## src/rtl/trc_pkg.sv

```systemverilog
package trc_pkg;
    typedef enum logic [1:0] {
        ST_IDLE  = 2'd0,
        ST_ARMED = 2'd1,
        ST_COPY  = 2'd2,
        ST_DONE  = 2'd3
    } trc_state_e;
endpackage

```

## src/rtl/trc_ring_writer.sv

```systemverilog
module trc_ring_writer #(
    parameter int ADDR_W = 14,
    parameter int DATA_W = 8,
    localparam int CNT_W = ADDR_W + 1
) (
    input  logic              clk,
    input  logic              rst_n,
    input  logic              clear_i,
    input  logic              en_i,
    input  logic              smp_valid_i,
    input  logic [DATA_W-1:0] smp_data_i,
    input  logic              trig_i,
    input  logic [CNT_W-1:0]  post_len_i,
    output logic              we_o,
    output logic [ADDR_W-1:0] addr_o,
    output logic [DATA_W-1:0] data_o,
    output logic              stop_o,
    output logic [ADDR_W-1:0] last_o,
    output logic [CNT_W-1:0]  fill_o
);
    localparam int DEPTH = 1 << ADDR_W;

    typedef struct packed {
        logic [ADDR_W-1:0] wptr;
        logic [CNT_W-1:0]  fill;
        logic              trig_seen;
        logic [CNT_W-1:0]  post_cnt;
        logic [ADDR_W-1:0] last;
    } wr_state_t;

    wr_state_t s_d, s_q;
    logic      trig_now;

    always_comb begin
        s_d      = s_q;
        we_o     = 1'b0;
        stop_o   = 1'b0;
        trig_now = s_q.trig_seen | trig_i;
        if (clear_i) begin
            s_d.wptr      = '0;
            s_d.fill      = '0;
            s_d.trig_seen = 1'b0;
            s_d.post_cnt  = '0;
        end else if (en_i) begin
            s_d.trig_seen = trig_now;
            if (smp_valid_i) begin
                we_o     = 1'b1;
                s_d.wptr = s_q.wptr + 1'b1;
                if (s_q.fill != CNT_W'(DEPTH)) begin
                    s_d.fill = s_q.fill + 1'b1;
                end
                if (trig_now) begin
                    s_d.post_cnt = s_q.post_cnt + 1'b1;
                    if (s_q.post_cnt + 1'b1 == post_len_i) begin
                        stop_o   = 1'b1;
                        s_d.last = s_q.wptr;
                    end
                end
            end
        end
    end

    always_ff @(posedge clk or negedge rst_n) begin
        if (!rst_n) begin
            s_q <= '0;
        end else begin
            s_q <= s_d;
        end
    end

    assign addr_o = s_q.wptr;
    assign data_o = smp_data_i;
    assign last_o = s_q.last;
    assign fill_o = s_q.fill;

    // consecutive writes go to consecutive ring addresses
    a_r1_addr_step: assert property (@(posedge clk) disable iff (!rst_n)
        (we_o && !clear_i) |=> (addr_o == $past(addr_o) + 1'b1));

    // fill count never passes the ring depth
    a_r4_fill_cap: assert property (@(posedge clk) disable iff (!rst_n)
        fill_o <= CNT_W'(DEPTH));

    // held last address only moves while capturing or on a clear
    a_r5_last_hold: assert property (@(posedge clk) disable iff (!rst_n)
        (!en_i && !clear_i) |=> $stable(last_o));
endmodule

```

## src/rtl/trc_unroller.sv

```systemverilog
module trc_unroller #(
    parameter int ADDR_W = 14,
    parameter int DATA_W = 8,
    localparam int CNT_W = ADDR_W + 1
) (
    input  logic              clk,
    input  logic              rst_n,
    input  logic              clear_i,
    input  logic              go_i,
    input  logic [ADDR_W-1:0] base_i,
    output logic [ADDR_W-1:0] rd_addr_o,
    input  logic [DATA_W-1:0] rd_data_i,
    output logic              lin_we_o,
    output logic [ADDR_W-1:0] lin_addr_o,
    output logic [DATA_W-1:0] lin_data_o,
    output logic              finish_o
);
    localparam int DEPTH = 1 << ADDR_W;

    typedef struct packed {
        logic             run;
        logic [CNT_W-1:0] cnt;
    } un_state_t;

    un_state_t s_d, s_q;

    always_comb begin
        s_d      = s_q;
        finish_o = 1'b0;
        if (clear_i) begin
            s_d.run = 1'b0;
            s_d.cnt = '0;
        end else if (go_i) begin
            s_d.run = 1'b1;
            s_d.cnt = '0;
        end else if (s_q.run) begin
            if (s_q.cnt == CNT_W'(DEPTH)) begin
                s_d.run  = 1'b0;
                finish_o = 1'b1;
            end else begin
                s_d.cnt = s_q.cnt + 1'b1;
            end
        end
    end

    always_ff @(posedge clk or negedge rst_n) begin
        if (!rst_n) begin
            s_q <= '0;
        end else begin
            s_q <= s_d;
        end
    end

    assign rd_addr_o  = base_i + 1'b1 + s_q.cnt[ADDR_W-1:0];
    assign lin_we_o   = s_q.run && (s_q.cnt != '0);
    assign lin_addr_o = ADDR_W'(s_q.cnt - 1'b1);
    assign lin_data_o = rd_data_i;

    // linear writes walk upward one address per cycle
    a_r6_lin_step: assert property (@(posedge clk) disable iff (!rst_n)
        (lin_we_o && s_q.cnt != CNT_W'(DEPTH) && !clear_i && !go_i)
        |=> (lin_we_o && lin_addr_o == $past(lin_addr_o) + 1'b1));

    // the first linear write lands at address 0
    a_r6_lin_first: assert property (@(posedge clk) disable iff (!rst_n)
        (go_i && !clear_i) |=> ##1 (lin_we_o && lin_addr_o == '0));
endmodule

```

## src/rtl/trig_ring_capture.sv

```systemverilog
module trig_ring_capture
    import trc_pkg::*;
#(
    parameter int ADDR_W = 14,
    parameter int DATA_W = 8,
    parameter int SET_W  = 4
) (
    input  logic              clk,
    input  logic              rst_n,
    input  logic              start_i,
    input  logic [SET_W-1:0]  pre_set_i,
    input  logic              smp_valid_i,
    input  logic [DATA_W-1:0] smp_data_i,
    input  logic              trig_i,
    output logic              cap_we_o,
    output logic [ADDR_W-1:0] cap_addr_o,
    output logic [DATA_W-1:0] cap_data_o,
    output logic [ADDR_W-1:0] cap_rd_addr_o,
    input  logic [DATA_W-1:0] cap_rd_data_i,
    output logic              lin_we_o,
    output logic [ADDR_W-1:0] lin_addr_o,
    output logic [DATA_W-1:0] lin_data_o,
    output logic              busy_o,
    output logic              done_o,
    output logic [ADDR_W-1:0] last_addr_o,
    output logic [ADDR_W:0]   fill_cnt_o
);
    localparam int CNT_W = ADDR_W + 1;
    localparam int NSEG  = 1 << SET_W;
    localparam int SEG   = (1 << ADDR_W) / NSEG;

    typedef struct packed {
        trc_state_e       st;
        logic [SET_W-1:0] set;
    } top_state_t;

    top_state_t       s_d, s_q;
    logic             stop;
    logic             finish;
    logic [CNT_W-1:0] post_len;

    assign post_len = CNT_W'((NSEG - int'(s_q.set)) * SEG);

    always_comb begin
        s_d = s_q;
        if (start_i) begin
            s_d.st  = ST_ARMED;
            s_d.set = pre_set_i;
        end else begin
            case (s_q.st)
                ST_ARMED: if (stop)   s_d.st = ST_COPY;
                ST_COPY:  if (finish) s_d.st = ST_DONE;
                default:  s_d.st = s_q.st;
            endcase
        end
    end

    always_ff @(posedge clk or negedge rst_n) begin
        if (!rst_n) begin
            s_q <= '{st: ST_IDLE, set: '0};
        end else begin
            s_q <= s_d;
        end
    end

    trc_ring_writer #(.ADDR_W(ADDR_W), .DATA_W(DATA_W)) i_writer (
        .clk        (clk),
        .rst_n      (rst_n),
        .clear_i    (start_i),
        .en_i       (s_q.st == ST_ARMED),
        .smp_valid_i(smp_valid_i),
        .smp_data_i (smp_data_i),
        .trig_i     (trig_i),
        .post_len_i (post_len),
        .we_o       (cap_we_o),
        .addr_o     (cap_addr_o),
        .data_o     (cap_data_o),
        .stop_o     (stop),
        .last_o     (last_addr_o),
        .fill_o     (fill_cnt_o)
    );

    trc_unroller #(.ADDR_W(ADDR_W), .DATA_W(DATA_W)) i_unroller (
        .clk       (clk),
        .rst_n     (rst_n),
        .clear_i   (start_i),
        .go_i      (stop && !start_i),
        .base_i    (last_addr_o),
        .rd_addr_o (cap_rd_addr_o),
        .rd_data_i (cap_rd_data_i),
        .lin_we_o  (lin_we_o),
        .lin_addr_o(lin_addr_o),
        .lin_data_o(lin_data_o),
        .finish_o  (finish)
    );

    assign busy_o = (s_q.st == ST_ARMED) || (s_q.st == ST_COPY);
    assign done_o = (s_q.st == ST_DONE);

    // no ring write outside the armed phase
    a_r2_no_write_idle: assert property (@(posedge clk) disable iff (!rst_n)
        (s_q.st != ST_ARMED) |-> !cap_we_o);

    // done holds until a start request
    a_r7_done_hold: assert property (@(posedge clk) disable iff (!rst_n)
        (done_o && !start_i) |=> done_o);

    // no linear write once done
    a_r7_no_lin_done: assert property (@(posedge clk) disable iff (!rst_n)
        done_o |-> !lin_we_o);

    // a start request drops done and arms the block
    a_r8_start_clears: assert property (@(posedge clk) disable iff (!rst_n)
        start_i |=> (!done_o && busy_o && fill_cnt_o == '0));
endmodule

```

## config.mk

```make
export PLATFORM = sky130hd
export DESIGN_NAME = trig_ring_capture
export DESIGN_NICKNAME = d
export VERILOG_FILES = /design/src/rtl/trc_pkg.sv /design/src/rtl/trc_ring_writer.sv /design/src/rtl/trc_unroller.sv /design/src/rtl/trig_ring_capture.sv
export SDC_FILE = /design/constraint.sdc
export NUM_CORES = 1
export LEC_CHECK = 0
export BUFFER_PORTS_ARGS = -buffer_cell sky130_fd_sc_hd__buf_2
export CORE_ASPECT_RATIO = 0.6
export CORE_MARGIN = 1.5
export CORE_UTILIZATION = 30
export CTS_CLUSTER_DIAMETER = 200
export CTS_CLUSTER_SIZE = 20
export DETAILED_ROUTE_END_ITERATION = 12
export HOLD_SLACK_MARGIN = 0.12
export SYNTH_ARGS = -nofsm -noshare
export SYNTH_HDL_FRONTEND = slang
export SYNTH_SLANG_ARGS = --single-unit
```

## constraint.sdc

```tcl
create_clock -name clk -period 8.7 [get_ports clk]
set_input_delay 0.87 -clock clk [delete_from_list [all_inputs] [get_ports clk]]
set_output_delay 0.87 -clock clk [all_outputs]
set_load 0.01 [all_outputs]
```

==> results.py <==
metrics = {
    "route": {
        "drt_iter0_drc": 414,
        "via_count": 4247,
        "antenna_left": 0,
        "finalWirelength_um": 13700,
        "dr.pass1.iters": 4,
        "vias_per_cell": 4.85,
        "drcViolationCount": 0,
        "wl_per_cell_um": 15.7,
    },
    "clock_tree": {
        "htree_levels": 3,
        "insertion_delay_ps": 340,
        "cts_made_buffers": 9,
        "cts_resized": 0,
        "clk_path_buf_depth": 2,
        "cts_hold_buf": 0,
        "cts_sinks": 81,
        "cts_root_buf": "clkbuf_16",
        "cts_tree": "built",
        "clk_pin_slew_worst_paths_ps": 60,
        "cts_setup_buffers": 0,
    },
    "die": {
        "num_rows": 38,
        "start_util_pct": 30.7,
        "ios": 116,
        "core_mm2": 0.0181,
        "die_w_um": 179,
        "fp.dieArea_mm2": 0.0193,
        "chipHeight_um": 108,
    },
    "layout": {
        "nFillCells": 1923,
        "fin_area_mm2": 0.00603,
        "regArea_mm2": 0.00203,
        "antenna_cells": 0,
        "layout-drive-gt1-share_pct": 19.2,
        "nNetsFinal": 681,
        "multi_input_area_mm2": 0.00288,
        "area_delta_synth_final_pct": 8.80,
    },
    "sta": {
        "setup_ws_ps": 4920,
        "tightest_slew_ps": 837,
        "fin_worst_skew_ps": 8.11,
        "fin_tns_setup_ps": 0,
        "max-slew-margin-rel_pct": 44.2,
        "post-route-period-util_pct": 43.5,
        "rsz0062_at_grt": "false",
        "fmax_mhz": 264,
        "setup_viol": 0,
        "hold_viol_final": 0,
        "fin_crit_ps": 3780,
        "slew_violations": 0,
    },
    "critical_path": {
        "critPathLaunchType": "flop",
        "worst_setup_path_end_kind": "primary output",
        "crit_required_ps": 7830,
        "critical_path_class": "flop to primary output",
        "worstPathArrival_ps": 2910,
        "rrSetupSlack_ps": 5190,
        "cp_max_fo": 5,
    },
    "power": {
        "power_density_mw_per_mm2": 138,
        "ir_drop_mv": 0.0804,
        "leakage_nw": 2.89,
    },
    "global_route": {
        "antenna_found_initial": 0,
        "overflow": 0,
        "grt_max_degree": 66,
        "grtUsageTotal_pct": 15.2,
        "grt_pass1_vias": 3942,
        "grt_pass1_wl_um": 22400,
    },
    "flow_run": {
        "cap_violations": 0,
    },
    "synthesis": {
        "netlist_area_mm2": 0.00554,
        "syn-instance-count": 615,
        "async_flop_share_pct": 100,
        "synth_edf_count": 0,
        "synth_top_area_share_pct": 36.6,
        "synth_flop_cell": "dfrtp_1",
        "ys_ff_latch": 81,
        "synth_cell_type_count": 52,
        "synth.area.top_cells": "dfrtp_1 37%, buf_4 8.4%, xor2_1 7.1%",
        "synth_top_area_cell": "dfrtp_1",
        "yosysSeqAreaShare_pct": 36.6,
        "yosysWarnings": 0,
        "syn_avg_cell_area_um2": 9.01,
        "postSynthNetCount": 666,
    },
    "worst_hold_path": {
        "hold_path.class": "input pin to asynchronous set/reset pin",
    },
    "status": {
        "status": "completed",
    },
    "placed_design": {
        "place_area_mm2": 0.00572,
        "gp_congestion": 0.856,
        "place_hpwl_um": 10500,
        "dp_slack_ps": 4970,
        "port_buffers": 83,
    },
}
state kept, by name, indices dropped and copies added, names as in the netlist:
signal           cells
s_q                  6
i_unroller.s_q      16
i_writer.s_q        16
i_writer.fill_o     15
i_writer.last_o     14
i_writer.addr_o     14
Yosys cell counts (all sizes together) (5+ instances only):
cell type,count
dfrtp,81
nor2,80
buf,66
xor2,45
nand2,44
o21ai,28
ha,25
xnor2,25
nand3,24
inv,21
a21oi,16
mux2,16
nand4,16
clkbuf,15
nor3,14
and3,12
or3,11
nor4,9
o21a,9
or4,7
and2,6
nand2b,5
report_power, final:
part	switching [W]	internal [W]
combinational	0.0000331	0.0000185
sequential	0.00000671	0.000381
clock	0.000161	0.000233
metrics by stage:
stage,utilization [%],power [W],hold slack (ps),instances
2_1_floorplan,-,0.000435,480,615
3_3_place_gp,31.7,0.000447,519,859
3_5_place_dp,31.7,0.000447,519,859
4_1_cts,33.4,0.000847,394,875
5_1_grt,33.4,0.000873,407,875
6_report,33.4,0.000834,401,875
layout by cell type, fill, tap and decap left out, types with 3 or more instances in the layout:
cell	n
and3_1	12
clkbuf_16	9
nand4_1	16
o21bai_1	3
ha_1	25
o21ai_0	28
dfrtp_1	81
and2_1	6
a21oi_1	16
nand2b_1	5
or4_1	5
mux2_4	10
nor2b_1	4
xor2_1	45
and4_1	4
nor4_1	9
buf_2	82
nor2_1	79
o21a_1	9
nand3_1	24
mux2_2	6
nor3_1	14
or3_1	10
o31ai_1	4
a211oi_1	3
inv_1	21
xnor2_1	25
a21o_1	3
nand2_1	44
buf_4	3
final timing paths:
| kind | cells after the start | end | from |
|---|---|---|---|
| max | 12 | cap_rd_addr_o[12] | i_unroller.s_q[0]$_DFFE_PN0P_ |
| min | 1 | i_writer.s_q[23]$_DFFE_PN0P_ | rst_n |
| max reg2reg | 9 | i_writer.last_o[5]$_DFFE_PN0P_ | s_q[5]$_DFFE_PN0P_ |
| min reg2reg | 2 | i_writer.s_q[29]$_DFFE_PN0N_ | i_writer.s_q[29]$_DFFE_PN0N_ |
| max in group asynchronous | 2 | i_writer.last_o[11]$_DFFE_PN0P_ | rst_n |
| min in group clk | 2 | i_writer.s_q[29]$_DFFE_PN0N_ | i_writer.s_q[29]$_DFFE_PN0N_ |
critical path: stages (launching register included):
cell and delay [ps]:
dfrtp_1 420, inv_1 220, ha_1 220, inv_1 60, fa_1 400, a21o_1 170, a21oi_1 220, nor2b_1 130
o21a_1 220, nor2_1 150, a21oi_1 90, xor2_1 140, buf_2 140
routing by layer:
metal,vias to the layer above,GRT usage [%],share of wire (%)
li1,2087,-,-
met1,2046,25.3,57
met2,108,18.0,37
met3,6,3.90,6.0
met4,0,3.81,0.55
met5,-,0,0
area by class of cell:
type | instances | share of cell area, %
clock buffers | 10 | 3.96
clock inverters | 6 | 1.20
inverters | 21 | 1.31
multi-input cells | 432 | 47.8
flip-flops and latches | 81 | 33.6
well taps | 240 | 4.98
repair buffers | 85 | 7.18
logic make-up (layout without fill, tap and decap cells):
| kind of cell | after synthesis | in the layout | synth area share [%] |
|---|---|---|---|
| muxes | 18 | 18 | 4.29 |
| and+or+nand+nor | 239 | 239 | 21.4 |
| DFF | 81 | 81 | 36.6 |
| AOI/OAI and AO/OA | 78 | 78 | 8.85 |
| buffers and inverters | 102 | 122 | 11.5 |
| adders and majority gates | 26 | 26 | 6.00 |
| xor gates and xnor gates | 71 | 71 | 11.5 |
No activity file was read; power rests on OpenSTA's default activity.
